--- config.mk ---
export PLATFORM = sky130hd
export DESIGN_NAME = seq_divider
export DESIGN_NICKNAME = d
export VERILOG_FILES = /design/src/rtl/div_pkg.sv /design/src/rtl/div_cneg.sv /design/src/rtl/div_core.sv /design/src/rtl/seq_divider.sv
export SDC_FILE = /design/constraint.sdc
export NUM_CORES = 1
export LEC_CHECK = 0
export CORE_MARGIN = 1
export CORE_UTILIZATION = 35
export CTS_BUF_LIST = sky130_fd_sc_hd__clkbuf_2 sky130_fd_sc_hd__clkbuf_4 sky130_fd_sc_hd__clkbuf_8
export CTS_CLUSTER_DIAMETER = 50
export CTS_CLUSTER_SIZE = 25
export DETAILED_ROUTE_END_ITERATION = 16
export GPL_TIMING_DRIVEN = 0
export HOLD_SLACK_MARGIN = 0.03
export SYNTH_ARGS = -nofsm -noshare
export SYNTH_HDL_FRONTEND = slang
export SYNTH_SLANG_ARGS = --single-unit
--- constraint.sdc ---
create_clock -name clk_i -period 3.24 [get_ports clk_i]
set_input_delay 0.648 -clock clk_i [delete_from_list [all_inputs] [get_ports clk_i]]
set_output_delay 0.648 -clock clk_i [all_outputs]
set_load 0.02 [all_outputs]
--- src/rtl/div_pkg.sv ---
package div_pkg;
  typedef enum logic [1:0] {
    ST_IDLE,
    ST_CHECK,
    ST_RUN,
    ST_FIX
  } div_state_e;

  typedef struct packed {
    logic n;
    logic z;
    logic v;
    logic c;
  } div_flags_t;
endpackage

--- src/rtl/div_cneg.sv ---
module div_cneg #(
  parameter int W = 16
) (
  input  logic         neg_i,
  input  logic [W-1:0] val_i,
  output logic [W-1:0] val_o
);
  always_comb val_o = neg_i ? (~val_i + W'(1)) : val_i;
endmodule

--- src/rtl/div_core.sv ---
module div_core #(
  parameter int QW = 16
) (
  input  logic          clk_i,
  input  logic          rst_ni,
  input  logic          load_i,
  input  logic          step_i,
  input  logic [2*QW-1:0] dend_i,
  input  logic [QW-1:0] dvs_i,
  output logic [2*QW-1:0] acc_o
);
  localparam int DW = 2 * QW;

  logic [DW-1:0] acc_q, acc_d;
  logic [QW-1:0] dvs_q;
  logic [DW:0]   shl;
  logic [QW:0]   top, diff;
  logic          ge;

  // acc holds {partial remainder, dividend bits / quotient bits}
  always_comb begin
    shl   = {acc_q, 1'b0};
    top   = shl[DW:QW];
    ge    = top >= {1'b0, dvs_q};
    diff  = top - {1'b0, dvs_q};
    acc_d = ge ? {diff[QW-1:0], shl[QW-1:1], 1'b1} : shl[DW-1:0];
  end

  always_ff @(posedge clk_i or negedge rst_ni) begin
    if (!rst_ni) begin
      acc_q <= '0;
      dvs_q <= '0;
    end else if (load_i) begin
      acc_q <= dend_i;
      dvs_q <= dvs_i;
    end else if (step_i) begin
      acc_q <= acc_d;
    end
  end

  assign acc_o = acc_q;

  // restoring invariant: partial remainder stays below divisor
  assert_partial_rem_R1: assert property (@(posedge clk_i) disable iff (!rst_ni)
    step_i |=> (acc_q[DW-1:QW] < dvs_q));
endmodule

--- src/rtl/seq_divider.sv ---
module seq_divider
  import div_pkg::*;
#(
  parameter int QW      = 16,
  parameter int U_LIMIT = 140,
  parameter int S_LIMIT = 158
) (
  input  logic            clk_i,
  input  logic            rst_ni,
  input  logic            start_i,
  input  logic            signed_i,
  input  logic [2*QW-1:0] dividend_i,
  input  logic [QW-1:0]   divisor_i,
  output logic [2*QW-1:0] result_o,
  output logic            flag_n_o,
  output logic            flag_z_o,
  output logic            flag_v_o,
  output logic            flag_c_o,
  output logic            zdiv_trap_o,
  output logic            wr_en_o,
  output logic            done_o
);
  localparam int DW = 2 * QW;
  localparam int CW = $clog2(QW);
  localparam int LW = $clog2(S_LIMIT + 2);
  localparam logic [QW-1:0] QMIN_MAG = QW'(1) << (QW - 1);

  div_state_e    state_q;
  logic          sgn_q, q_neg_q, r_neg_q;
  logic [DW-1:0] dend_mag_q, dend_mag;
  logic [QW-1:0] dvs_mag_q, dvs_mag;
  logic [CW-1:0] cnt_q;
  logic [LW-1:0] lat_q;
  logic [DW-1:0] acc;
  logic [QW-1:0] q_fix, r_fix;
  logic          dend_neg, dvs_neg, mag_ovf, sgn_ovf;
  logic [DW-1:0] result_q;
  div_flags_t    flags_q;
  logic          done_q, trap_q, wr_q;

  assign dend_neg = signed_i & dividend_i[DW-1];
  assign dvs_neg  = signed_i & divisor_i[QW-1];

  div_cneg #(.W(DW)) u_dend_abs (.neg_i(dend_neg), .val_i(dividend_i), .val_o(dend_mag));
  div_cneg #(.W(QW)) u_dvs_abs  (.neg_i(dvs_neg),  .val_i(divisor_i),  .val_o(dvs_mag));

  div_core #(.QW(QW)) u_core (
    .clk_i  (clk_i),
    .rst_ni (rst_ni),
    .load_i (state_q == ST_CHECK),
    .step_i (state_q == ST_RUN),
    .dend_i (dend_mag_q),
    .dvs_i  (dvs_mag_q),
    .acc_o  (acc)
  );

  div_cneg #(.W(QW)) u_q_fix (.neg_i(q_neg_q), .val_i(acc[QW-1:0]),  .val_o(q_fix));
  div_cneg #(.W(QW)) u_r_fix (.neg_i(r_neg_q), .val_i(acc[DW-1:QW]), .val_o(r_fix));

  // quotient magnitude >= 2^QW: high half of dividend not below divisor
  assign mag_ovf = dend_mag_q[DW-1:QW] >= dvs_mag_q;
  assign sgn_ovf = sgn_q && (q_neg_q ? (acc[QW-1:0] > QMIN_MAG) : acc[QW-1]);

  always_ff @(posedge clk_i or negedge rst_ni) begin
    if (!rst_ni) begin
      state_q    <= ST_IDLE;
      sgn_q      <= 1'b0;
      q_neg_q    <= 1'b0;
      r_neg_q    <= 1'b0;
      dend_mag_q <= '0;
      dvs_mag_q  <= '0;
      cnt_q      <= '0;
      lat_q      <= '0;
      result_q   <= '0;
      flags_q    <= '0;
      done_q     <= 1'b0;
      trap_q     <= 1'b0;
      wr_q       <= 1'b0;
    end else begin
      done_q <= 1'b0;
      trap_q <= 1'b0;
      wr_q   <= 1'b0;
      if (state_q != ST_IDLE) lat_q <= lat_q + LW'(1);
      unique case (state_q)
        ST_IDLE: if (start_i) begin
          state_q    <= ST_CHECK;
          sgn_q      <= signed_i;
          q_neg_q    <= dend_neg ^ dvs_neg;
          r_neg_q    <= dend_neg;
          dend_mag_q <= dend_mag;
          dvs_mag_q  <= dvs_mag;
          lat_q      <= LW'(1);
        end
        ST_CHECK: begin
          if (dvs_mag_q == '0) begin
            state_q <= ST_IDLE;
            done_q  <= 1'b1;
            trap_q  <= 1'b1;
            flags_q <= '0;
          end else if (mag_ovf) begin
            state_q <= ST_IDLE;
            done_q  <= 1'b1;
            flags_q <= '{n: 1'b0, z: 1'b0, v: 1'b1, c: 1'b0};
          end else begin
            state_q <= ST_RUN;
            cnt_q   <= '0;
          end
        end
        ST_RUN: begin
          cnt_q <= cnt_q + CW'(1);
          if (cnt_q == CW'(QW - 1)) state_q <= ST_FIX;
        end
        ST_FIX: begin
          state_q <= ST_IDLE;
          done_q  <= 1'b1;
          if (sgn_ovf) begin
            flags_q <= '{n: 1'b0, z: 1'b0, v: 1'b1, c: 1'b0};
          end else begin
            wr_q     <= 1'b1;
            result_q <= {r_fix, q_fix};
            flags_q  <= '{n: q_fix[QW-1], z: (q_fix == '0), v: 1'b0, c: 1'b0};
          end
        end
        default: state_q <= ST_IDLE;
      endcase
    end
  end

  assign result_o    = result_q;
  assign flag_n_o    = flags_q.n;
  assign flag_z_o    = flags_q.z;
  assign flag_v_o    = flags_q.v;
  assign flag_c_o    = flags_q.c;
  assign zdiv_trap_o = trap_q;
  assign wr_en_o     = wr_q;
  assign done_o      = done_q;

  assert_trap_no_write_R3: assert property (@(posedge clk_i) disable iff (!rst_ni)
    zdiv_trap_o |-> (done_o && !wr_en_o && !flag_v_o));
  assert_no_overflow_write_R4: assert property (@(posedge clk_i) disable iff (!rst_ni)
    (done_o && flag_v_o) |-> !wr_en_o);
  assert_result_held_R4: assert property (@(posedge clk_i) disable iff (!rst_ni)
    !wr_en_o |-> $stable(result_o));
  assert_write_clean_R5: assert property (@(posedge clk_i) disable iff (!rst_ni)
    wr_en_o |-> (done_o && !flag_v_o && !zdiv_trap_o));
  assert_carry_clear_R6: assert property (@(posedge clk_i) disable iff (!rst_ni)
    done_o |-> !flag_c_o);
  assert_latency_R7: assert property (@(posedge clk_i) disable iff (!rst_ni)
    (state_q != ST_IDLE) |-> (lat_q <= (sgn_q ? LW'(S_LIMIT) : LW'(U_LIMIT))));
  assert_busy_hold_R8: assert property (@(posedge clk_i) disable iff (!rst_ni)
    (state_q == ST_RUN) |=> ($stable(sgn_q) && $stable(q_neg_q) && $stable(r_neg_q)));
endmodule

==> run_results.csv <==
group,metric,value,unit
outcome,status,"completed",
clock_network,holdBufCountCts,0,
grt,grt_max_degree,90,
placed_design,portBuffers,89,
logic_synthesis,syn_area,8730,um^2
timing,rsz0062_at_grt,"false",
cells_and_area,final_cell_mix,"143 x dfrtp_1, 104 x nand2_1, 88 x clkdlybuf4s50_1",
critical_path,cp_data_required_time,3.57,ns
die,ios,91,
placed_design,gp_congestion,0.872,
logic_synthesis,ys_types,64,
cells_and_area,nFillCells,2498,
timing,slew_headroom,0.513,
timing,min_period,3.05,ns
die,core-area,24400,um^2
clock_network,clockBufferDepth,2,
logic_synthesis,synth-main-ff-cell,"dfrtp_1",
job,drv_cap,0,
critical_path,rr_startpoint,"u_core.acc_o[11]",
power_and_ir_drop,leakage,0.00438,uW
die,start_util,0.358,
routing,drt_iter0_markers,538,
power_and_ir_drop,total_power,11200,uW
timing,setup_viol,0,
timing,max_freq,328,MHz
cells_and_area,fin_area,10500,um^2
logic_synthesis,yosysWarningCount,0,
routing,drtPass1Iterations,5,
critical_path,arrival,3.38,ns
grt,grt_pass1_wl,38100,um
logic_synthesis,syn_nets,1091,
critical_path,timing.reg2reg.setup_slack,0.23,ns
cells_and_area,syn2layout_area_growth,20.2,%
logic_synthesis,async_flop_share,1.00,
critical_path,r2r_end,"result_o[4]",
clock_network,tritoncts,"built",
routing,vias,7407,
grt,grt_pass1_vias,7067,
cells_and_area,drive_gt1_frac,0.0546,
routing,drc_errors,0,
critical_path,crit_type,"in -> reg",
clock_network,path_clk_slew,0.09,ns
timing,worst_pin_slew,0.730,ns
placed_design,place_area,10100,um^2
logic_synthesis,synthCells,996,
placed_design,hpwl,18100,um
routing,vias_per_cell,5.14,
logic_synthesis,synth_area_per_cell,8.77,um^2
power_and_ir_drop,irDropWorstVdd,356,uV
grt,grt_use_total,0.187,
critical_path,slowest_delay,0.50,ns
clock_network,clk_latency,0.46,ns
die,fp.dieH,160,um
grt,antenna_found_initial,0,
timing,hold_violations,0,
critical_path,path_cells,"clkdlybuf4s50_1 > inv_1 > ha_1 > or4b_1 > or2_1 > nor3_1 > nor3b_4 > a21oi_1 > xnor2_1 > o21ai_1",
clock_network,cts_buffers,17,
timing,finClkSkew,0.0162,ns
timing,min_period_over_period,0.942,
logic_synthesis,ys_ff_latch,143,
routing,antenna_left,0,
cells_and_area,nNetsFinal,1199,
die,die_x,160,um
die,die_area,25600,um^2
worst_hold_path,min_path_type,"in -> async",
clock_network,cts_root_buf,"clkbuf_8",
logic_synthesis,yosysSeqAreaShare,0.410,
die,num_rows,57,
grt,globalRouteOverflowTotal,0,
timing,whs,0.144,ns
power_and_ir_drop,powerDensity,1070,nW/um^2
timing,tns,0,ns
routing,drt-total-wl,23200,um
cells_and_area,insertedDiodeCount,0,
critical_path,endpoint_kind,"register",
critical_path,worst-path-max-fanout,5,
logic_synthesis,synth-edff-count,0,
timing,maxSlewViolCount,0,
critical_path,start_kind,"input port",
clock_network,h-tree-depth,4,
routing,detail_route.wl_per_cell,16.1,um
critical_path,cpMaxStageDelayCell,"or4b_1",
critical_path,reg2reg_depth,9,
clock_network,cts_sinks,143,
cells_and_area,layout_commonest_cell,"dfrtp_1",
## state kept, by name, summed over array words and instances (netlist names), 4 cells and up, named ones only
signal and cells:
dvs_mag_q 16, u_core.dvs_q 16, cnt_q 4, u_core.acc_o 32
result_o 32, dend_mag_q 32
## Yosys cell counts, types with 3 or more instances
cell | instances | area share
o221ai_1 | 11 | 0.011
a211oi_1 | 3 | 0.0026
o21ai_1 | 26 | 0.015
or2_2 | 3 | 0.0021
nor4_1 | 9 | 0.0064
or4_1 | 10 | 0.0086
buf_2 | 9 | 0.0052
o41ai_1 | 9 | 0.0090
xor2_1 | 36 | 0.036
inv_1 | 64 | 0.028
nand3b_1 | 4 | 0.0034
mux2_2 | 4 | 0.0052
or3_1 | 12 | 0.0086
o21ai_0 | 82 | 0.047
nand4_1 | 7 | 0.0050
nand3_1 | 21 | 0.012
o31ai_1 | 13 | 0.011
o2111ai_1 | 3 | 0.0030
xnor2_1 | 45 | 0.045
nor2b_1 | 10 | 0.0072
nor2_1 | 85 | 0.037
nor3_1 | 8 | 0.0046
and3_1 | 5 | 0.0036
and2_1 | 5 | 0.0036
mux2i_1 | 30 | 0.034
a21oi_1 | 85 | 0.049
or4b_1 | 3 | 0.0034
clkbuf_1 | 37 | 0.016
ha_1 | 42 | 0.060
a31oi_1 | 8 | 0.0057
dfrtp_1 | 143 | 0.41
o21a_1 | 4 | 0.0034
mux2_1 | 4 | 0.0052
nand2_1 | 104 | 0.045
a21o_1 | 5 | 0.0043
nand2b_1 | 9 | 0.0064
## per-layer routing
metal | global-route usage | wire, um
met3 | 0.0242 | 950
met1 | 0.282 | 12000
met2 | 0.276 | 9970
met4 | 0.0524 | 283
met5 | 0 | 0
## repair_timing
item,in CTS,in global routing
setup endpoints to repair,14,20
buffers inserted,0,0
resized for setup,4,6
## power breakdown
| group | switching (uW) | internal (uW) |
|---|---|---|
| combinational | 3600 | 2620 |
| sequential | 871 | 2620 |
| clock | 717 | 749 |
| total | 5190 | 6000 |
## kinds of logic (layout without fill, tap and decap cells)
kind of cell | count (synthesis) | after routing | synth area share
and+or+nand+nor | 303 | 303 | 0.164
AOI/OAI and AO/OA | 273 | 273 | 0.186
muxes | 38 | 38 | 0.0447
other | 1 | 1 | 0.000429
adders and majority gates | 43 | 43 | 0.0625
DFF | 143 | 143 | 0.410
xor gates and xnor gates | 81 | 81 | 0.0812
buffers and inverters | 114 | 235 | 0.0516
## how the worst max path moves through the flow
stage               cells past startpoint              from                to  slack (ns)
finish                                 10     dividend_i[0]    dend_mag_q[22]        0.19
global route                           10     dividend_i[0]    dend_mag_q[22]        0.02
CTS                                     9  u_core.acc_o[23]  u_core.acc_o[30]        0.03
detailed placement                     10     dividend_i[0]    dend_mag_q[22]       -0.55
global placement                        1            rst_ni     dvs_mag_q[11]       -4.35
floorplan                               9     dividend_i[0]    dend_mag_q[22]        0.49
## metrics by stage
step | instances | setup WS [ns] | utilization
after global routing | 1441 | 0.0192 | 0.430
after floorplan | 996 | 0.489 | -
after detailed placement | 1410 | -0.551 | 0.412
after global placement | 1409 | -4.35 | 0.411
final | 1441 | 0.189 | 0.430
after CTS | 1442 | 0.0257 | 0.430
## area by class of cell
cell class                      instances  area [um^2]  area share
Multi-Input combinational cell        739         4730       0.451
Sequential cell                       143         3580       0.341
Timing Repair Buffer                   90          920      0.0876
Tap cell                              324          405      0.0386
Clock buffer                           20          275      0.0262
Inverter                               64          240      0.0229
Buffer                                 49          211      0.0201
Clock inverter                         12          135      0.0129
## critical path, delay by kind of cell
family / cells / cell delay, ns
AOI/OAI and AO/OA: 2 / 0.22
xor gates and xnor gates: 1 / 0.23
adders and majority gates: 1 / 0.19
buffers and inverters: 2 / 0.51
and+or+nand+nor: 4 / 1.58
(Power assumes the default switching activity.)
